[config.mk]
export PLATFORM = sky130hd
export DESIGN_NAME = tlb_flags
export DESIGN_NICKNAME = d
export VERILOG_FILES = /design/src/rtl/tlb_pkg.sv /design/src/rtl/tlb_cam.sv /design/src/rtl/tlb_onehot_enc.sv /design/src/rtl/tlb_victim.sv /design/src/rtl/tlb_flags.sv
export SDC_FILE = /design/constraint.sdc
export NUM_CORES = 1
export LEC_CHECK = 0
export ABC_AREA = 1
export BUFFER_PORTS_ARGS = -buffer_cell sky130_fd_sc_hd__buf_2
export CAP_MARGIN = 20
export CORE_MARGIN = 4
export CORE_UTILIZATION = 30
export DETAILED_ROUTE_END_ITERATION = 12
export PLACE_DENSITY_LB_ADDON = 0.08
export SYNTH_ARGS = -nofsm -noshare
export SYNTH_HDL_FRONTEND = slang
export SYNTH_SLANG_ARGS = --single-unit
[constraint.sdc]
create_clock -name clk -period 4.1 [get_ports clk]
set_input_delay 0.615 -clock clk [delete_from_list [all_inputs] [get_ports clk]]
set_output_delay 0.615 -clock clk [all_outputs]
set_load 0.02 [all_outputs]
[src/rtl/tlb_pkg.sv]
package tlb_pkg;

    // Access kinds carried on lk_kind
    typedef enum logic [1:0] {
        ACC_RD = 2'd0,
        ACC_WR = 2'd1,
        ACC_EX = 2'd2
    } acc_e;

    // Status bits kept with each cached translation
    typedef struct packed {
        logic present;
        logic can_rd;
        logic can_wr;
        logic can_ex;
        logic nocache;
        logic refd;
        logic dirty;
    } pte_flags_t;

    // Permission check: kind must be granted and page must be resident
    function automatic logic access_allowed(input pte_flags_t f, input logic [1:0] kind);
        logic ok;
        case (kind)
            ACC_RD:  ok = f.can_rd;
            ACC_WR:  ok = f.can_wr;
            ACC_EX:  ok = f.can_ex;
            default: ok = 1'b0;
        endcase
        return ok & f.present;
    endfunction

endpackage

[src/rtl/tlb_cam.sv]
// Parallel tag compare: one comparator per entry
module tlb_cam #(
    parameter int N     = 8,
    parameter int KEY_W = 20
) (
    input  logic [KEY_W-1:0]         key,
    input  logic [N-1:0][KEY_W-1:0]  tags,
    input  logic [N-1:0]             vld,
    output logic [N-1:0]             match
);
    for (genvar i = 0; i < N; i++) begin : g_cmp
        assign match[i] = vld[i] && (tags[i] == key);
    end
endmodule

[src/rtl/tlb_onehot_enc.sv]
// Turns a one-hot (or empty) match vector into an index and a found flag
module tlb_onehot_enc #(
    parameter int N     = 8,
    parameter int IDX_W = 3
) (
    input  logic [N-1:0]     vec,
    output logic [IDX_W-1:0] idx,
    output logic             any
);
    always_comb begin
        idx = '0;
        for (int i = 0; i < N; i++) begin
            if (vec[i]) begin
                idx = idx | IDX_W'(i);
            end
        end
        any = |vec;
    end
endmodule

[src/rtl/tlb_victim.sv]
// Chooses the refill slot: lowest free entry, else the round-robin pointer
module tlb_victim #(
    parameter int N     = 8,
    parameter int IDX_W = 3
) (
    input  logic [N-1:0]     vld,
    input  logic [IDX_W-1:0] rr,
    output logic [IDX_W-1:0] pick,
    output logic             full
);
    logic [IDX_W-1:0] free_idx;

    always_comb begin
        free_idx = '0;
        for (int i = N - 1; i >= 0; i--) begin
            if (!vld[i]) begin
                free_idx = IDX_W'(i);
            end
        end
        full = &vld;
        pick = full ? rr : free_idx;
    end
endmodule

[src/rtl/tlb_flags.sv]
module tlb_flags
    import tlb_pkg::*;
#(
    parameter  int VA_W  = 32,
    parameter  int OFF_W = 12,
    parameter  int PFN_W = 20,
    parameter  int N_ENT = 8,
    localparam int VPN_W = VA_W - OFF_W,
    localparam int PA_W  = PFN_W + OFF_W
) (
    input  logic             clk,
    input  logic             rst_n,
    input  logic             lk_valid,
    input  logic [VA_W-1:0]  lk_vaddr,
    input  logic [1:0]       lk_kind,
    input  logic             rf_valid,
    input  logic [VPN_W-1:0] rf_vpn,
    input  logic [PFN_W-1:0] rf_pfn,
    input  logic             rf_present,
    input  logic [2:0]       rf_perm,
    input  logic             rf_nocache,
    input  logic             inv_all,
    output logic             rs_valid,
    output logic             rs_hit,
    output logic             rs_miss,
    output logic             rs_prot,
    output logic [PA_W-1:0]  rs_paddr,
    output logic             rs_nocache,
    output logic             rs_ref,
    output logic             rs_mod
);
    localparam int IDX_W = (N_ENT > 1) ? $clog2(N_ENT) : 1;
    localparam logic [IDX_W-1:0] LAST_IDX = IDX_W'(N_ENT - 1);

    typedef struct packed {
        logic [N_ENT-1:0]             vld;
        logic [N_ENT-1:0][VPN_W-1:0]  vpn;
        logic [N_ENT-1:0][PFN_W-1:0]  pfn;
        pte_flags_t [N_ENT-1:0]       flg;
        logic [IDX_W-1:0]             rr;
        logic                         r_valid;
        logic                         r_hit;
        logic                         r_miss;
        logic                         r_prot;
        logic                         r_nc;
        logic                         r_ref;
        logic                         r_dirty;
        logic [PA_W-1:0]              r_pa;
    } state_t;

    state_t st_d, st_q;

    // Address split
    logic [VPN_W-1:0] lk_vpn;
    logic [OFF_W-1:0] lk_off;
    assign lk_vpn = lk_vaddr[VA_W-1:OFF_W];
    assign lk_off = lk_vaddr[OFF_W-1:0];

    // Lookup compare
    logic [N_ENT-1:0] lk_match;
    logic [IDX_W-1:0] lk_idx;
    logic             lk_any;

    tlb_cam #(.N(N_ENT), .KEY_W(VPN_W)) u_cam_lk (
        .key   (lk_vpn),
        .tags  (st_q.vpn),
        .vld   (st_q.vld),
        .match (lk_match)
    );

    tlb_onehot_enc #(.N(N_ENT), .IDX_W(IDX_W)) u_enc_lk (
        .vec (lk_match),
        .idx (lk_idx),
        .any (lk_any)
    );

    // Refill duplicate detection
    logic [N_ENT-1:0] rf_match;
    logic [IDX_W-1:0] rf_idx;
    logic             rf_any;

    tlb_cam #(.N(N_ENT), .KEY_W(VPN_W)) u_cam_rf (
        .key   (rf_vpn),
        .tags  (st_q.vpn),
        .vld   (st_q.vld),
        .match (rf_match)
    );

    tlb_onehot_enc #(.N(N_ENT), .IDX_W(IDX_W)) u_enc_rf (
        .vec (rf_match),
        .idx (rf_idx),
        .any (rf_any)
    );

    // Victim selection
    logic [IDX_W-1:0] vic_pick;
    logic             vic_full;

    tlb_victim #(.N(N_ENT), .IDX_W(IDX_W)) u_victim (
        .vld  (st_q.vld),
        .rr   (st_q.rr),
        .pick (vic_pick),
        .full (vic_full)
    );

    // Next-state computation
    pte_flags_t       hit_f;
    logic             granted;
    logic [IDX_W-1:0] slot;

    always_comb begin
        st_d    = st_q;
        hit_f   = st_q.flg[lk_idx];
        granted = access_allowed(hit_f, lk_kind);
        slot    = rf_any ? rf_idx : vic_pick;

        // Registered lookup outcome
        st_d.r_valid = lk_valid;
        st_d.r_hit   = lk_valid & lk_any & granted;
        st_d.r_miss  = lk_valid & ~lk_any;
        st_d.r_prot  = lk_valid & lk_any & ~granted;
        st_d.r_pa    = st_d.r_hit ? {st_q.pfn[lk_idx], lk_off} : '0;
        st_d.r_nc    = st_d.r_hit & hit_f.nocache;
        st_d.r_ref   = st_d.r_hit & hit_f.refd;
        st_d.r_dirty = st_d.r_hit & hit_f.dirty;

        // Status update on a permitted access
        if (st_d.r_hit) begin
            st_d.flg[lk_idx].refd = 1'b1;
            if (lk_kind == ACC_WR) begin
                st_d.flg[lk_idx].dirty = 1'b1;
            end
        end

        // Contents change: invalidate dominates refill
        if (inv_all) begin
            st_d.vld = '0;
        end else if (rf_valid) begin
            st_d.vld[slot]          = 1'b1;
            st_d.vpn[slot]          = rf_vpn;
            st_d.pfn[slot]          = rf_pfn;
            st_d.flg[slot].present  = rf_present;
            st_d.flg[slot].can_rd   = rf_perm[2];
            st_d.flg[slot].can_wr   = rf_perm[1];
            st_d.flg[slot].can_ex   = rf_perm[0];
            st_d.flg[slot].nocache  = rf_nocache;
            st_d.flg[slot].refd     = 1'b0;
            st_d.flg[slot].dirty    = 1'b0;
            if (!rf_any && vic_full) begin
                st_d.rr = (st_q.rr == LAST_IDX) ? '0 : st_q.rr + 1'b1;
            end
        end
    end

    always_ff @(posedge clk) begin
        if (!rst_n) begin
            st_q <= '0;
        end else begin
            st_q <= st_d;
        end
    end

    assign rs_valid   = st_q.r_valid;
    assign rs_hit     = st_q.r_hit;
    assign rs_miss    = st_q.r_miss;
    assign rs_prot    = st_q.r_prot;
    assign rs_paddr   = st_q.r_pa;
    assign rs_nocache = st_q.r_nc;
    assign rs_ref     = st_q.r_ref;
    assign rs_mod     = st_q.r_dirty;

    // Entry valid vector, exposed for the bound checker
    logic [N_ENT-1:0] ent_vld;
    assign ent_vld = st_q.vld;

endmodule

==> flow_summary_export.csv <==
group,metric,value,unit
synth,syn_nets,3865,
finish,seqCellArea,8528,sq um
power_and_ir_drop,power_density,373.4,nW/um^2
worst_setup_path,cp_slowest_stage_delay,0.63,ns
sta,worstMarginPinSlew,1.014,ns
sta,hold_viol,0,
synth,yosys_warnings,0,
finish,final_area,28250,sq um
run_status,status,"completed",
finish,multi_input_area,12890,sq um
worst_setup_path,path_class,"in -> reg",
clocking,numCtsBuffers,54,
clocking,cts_resized,0,
routing,via_per_inst,5.176,
clocking,htree_levels,2,
place,place_area,26290,sq um
global_routing,grt_pass1_wl,168100,um
sta,slew_violations,0,
routing,drc_errors,0,
global_routing,antenna_found_initial,4,
routing,wl_per_cell,23.37,um
finish,drive_gt1_frac,0.1255,
finish,final_cell_mix,"nand2_1 (946), nor2_1 (708), dfxtp_1 (426)",
routing,vias,25700,
clocking,root_buffer,"clkbuf_16",
synth,synthAdderAreaFrac,0.001047,
worst_setup_path,required,4.61,ns
die,rows,103,
global_routing,grt_pass1_vias,23740,
finish,syn_to_final_growth,18.22,%
worst_setup_path,critPathTopFamily,"simple AND/OR/NAND/NOR gates",
place,io_buffers,122,
routing,drtPass1Iterations,6,
power_and_ir_drop,p_leak,12.05,nW
synth,yosysSeqAreaShare,0.3570,
synth,synthSimpleGateAreaFrac,0.3432,
worst_setup_path,critical_path_buf_inv_count,5,
synth,ys_types,45,
clocking,clk_pin_slew,0.06,ns
worst_setup_path,path_cells,"buf_2 -> inv_1 -> o22ai_1 -> nor2_1 -> nand3_1 -> nor4_1 -> nand4_1 -> nand2_1 -> nor2_1 -> nand2_1 -> nand2_1 -> nand2_1 -> nand2_1 -> buf_4 -> nor2_4 -> buf_12 -> buf_12 -> nand3_1 -> nand2_1 -> nor2_1",
synth,syn_area_per_cell,6.322,sq um
routing,wl,116100,um
finish,finalNetCount,3951,
global_routing,grt_max_degree,186,
sta,finalCritPeriodShare,0.8060,
sta,rsz0062_at_grt,"false",
worst_setup_path,cp.arrival,3.81,ns
sta,timing.fmax,0.3026,GHz
clocking,ctsHoldBuffers,0,
worst_setup_path,path_common_cell,"nand2_1",
finish,nFillCells,8726,
clocking,clk_latency,0.64,ns
synth,synthMuxAreaShare,0,
place,hpwl,76860,um
die,die_y,290.2,um
die,start_util,0.3024,
worst_setup_path,cp_max_fo,19,
sta,min_period,3.304,ns
global_routing,grt.overflow.total,0,
worst_setup_path,crit_path_end_kind,"flip-flop",
synth,synth_xor_area_frac,0.02053,
die,ioPinCount,123,
clocking,clock_path_buffers,3,
sta,clock-skew-final,0.02851,ns
synth,synth_compound_area_frac,0.1719,
routing,ant_nets,0,
synth,synth_top_family_by_area,"simple AND/OR/NAND/NOR gates",
worst_setup_path,cp_num_cells,20,
routing,dr.first_iter.drc_count,2770,
clocking,cts_setup_buffers,0,
sta,setup_viol,0,
synth,synth-seq-cells,426,
die,coreArea,79000,sq um
min_path,min_path_type,"in -> reg",
power_and_ir_drop,irDropWorstVdd,0.3286,mV
die,die_w,290.2,um
worst_setup_path,slowest_stage,"inv_1",
clocking,clock_sinks,426,
worst_setup_path,start_kind,"input port",
min_path,hold_path_depth,3,
die,dieArea,84220,sq um
synth,syn_inst,3779,
clocking,cts_tree,"done",
place,gp_congestion,0.9800,
worst_setup_path,ff2ff_path_depth,18,
finish,final_common_cell,"nand2_1",
global_routing,track_usage,0.2641,
sta,max_slew_margin,0.3238,
run,drv_cap,0,
sta,fin_tns_setup,0,ns
synth,syn_area,23890,sq um
==> per-stage QoR <==
step / hold WS, ns / setup slack (ns) / cells / util / total power, mW
after floorplan: 0.4228 / 1.442 / 3779 / - / 4.919
after global placement: 0.4397 / 0.2552 / 4859 / 0.3328 / 5.449
after detailed placement: 0.4429 / 0.3095 / 4859 / 0.3328 / 5.439
after CTS: 0.1614 / 0.9294 / 4961 / 0.3574 / 10.64
after global routing: 0.1816 / 0.5638 / 4961 / 0.3574 / 10.90
final: 0.1946 / 0.7955 / 4966 / 0.3575 / 10.55
==> layer usage <==
layer  vias up  part of all wire  track usage
met4         0             0.038      0.08732
met3       221             0.087      0.04830
met1     12050              0.46       0.3866
met5         -                 0            0
li1      12320                 -            -
met2      1110              0.41       0.3897
==> worst reg2reg max path, stage by stage, from the launching register on <==
cell and delay, ns:
dfxtp_1 0.62, o21ai_0 0.17, a221oi_1 0.23, nand4_1 0.12, nor2_1 0.11, nand3_1 0.20, nand2_1 0.20, nor2_1 0.14
nand2_1 0.13, nand2_1 0.09, nand2_1 0.07, nand2_1 0.09, buf_4 0.17, nor2_4 0.14, buf_12 0.18, buf_12 0.18
nand3_1 0.10, nand2_1 0.09, nor2_1 0.05
==> registers in the layout, summed over array words and instances (netlist names) <==
signal	flops
rs_ref	1
rs_prot	1
rs_hit	1
ent_vld	8
rs_miss	1
rs_nocache	1
rs_mod	1
rs_paddr	32
st_q	379
rs_valid	1
==> area by class of cell <==
type                       count  area share
antenna                        5   0.0004430
clock buffer                  76     0.05679
clock inverter                26     0.01192
inverter                     321     0.04292
multi-input combinational   2767      0.4565
sequential                   426      0.3019
tap                         1050     0.04651
timing repair buffer         295     0.08301
==> logic make-up (layout without fill, tap and decap cells) <==
family                   after synthesis  count (layout)
AO/OA/AOI/OAI                        699             699
XOR/XNOR                              56              56
adder cells (fa/ha/maj)                2               2
buffers and inverters                586             718
flip-flops                           426             426
other                                  0               5
AND/OR/NAND/NOR                     2010            2010
==> cell usage after synthesis, drive strengths merged <==
cell / n / share of area
a21oi: 292 / 0.061
nand4: 27 / 0.0071
nor2: 758 / 0.12
or2: 1 / 0.00026
a21boi: 2 / 0.00063
nand3b: 9 / 0.0028
o2111a: 1 / 0.00047
dfxtp: 426 / 0.36
a221oi: 7 / 0.0026
and2: 4 / 0.0010
xnor2: 38 / 0.014
o22ai: 85 / 0.022
nand2: 959 / 0.15
ha: 2 / 0.0010
nor4: 20 / 0.0052
a211oi: 8 / 0.0025
and3: 1 / 0.00026
o2111ai: 10 / 0.0037
o21ai: 146 / 0.031
nand3: 205 / 0.044
or3: 1 / 0.00026
clkbuf: 90 / 0.014
a22o: 29 / 0.011
nor3: 25 / 0.0052
xor2: 18 / 0.0066
o211ai: 8 / 0.0025
a22oi: 21 / 0.0066
inv: 318 / 0.050
clkinv: 3 / 0.00047
o21bai: 90 / 0.028
buf: 175 / 0.042
==> worst paths after layout <==
| kind | start | endpoint | slack, ns |
|---|---|---|---|
| setup / recovery | rf_vpn[0] | st_q[275]$_SDFFE_PN0P_ | 0.80 |
| hold / removal | lk_vaddr[0] | rs_paddr[0]$_SDFF_PN0_ | 0.19 |
| setup reg to reg | ent_vld[2]$_SDFFE_PP0P_ | st_q[275]$_SDFFE_PN0P_ | 0.91 |
| hold reg to reg | st_q[71]$_SDFF_PN0_ | st_q[71]$_SDFF_PN0_ | 0.45 |
==> power breakdown <==
part | switching, mW | internal, mW | leakage (nW)
logic | 0.820 | 0.339 | 7.66
registers | 0.0451 | 4.18 | 3.44
clock network | 2.10 | 3.06 | 0.946
total | 2.97 | 7.58 | 12.0
(Power assumes the default switching activity.)
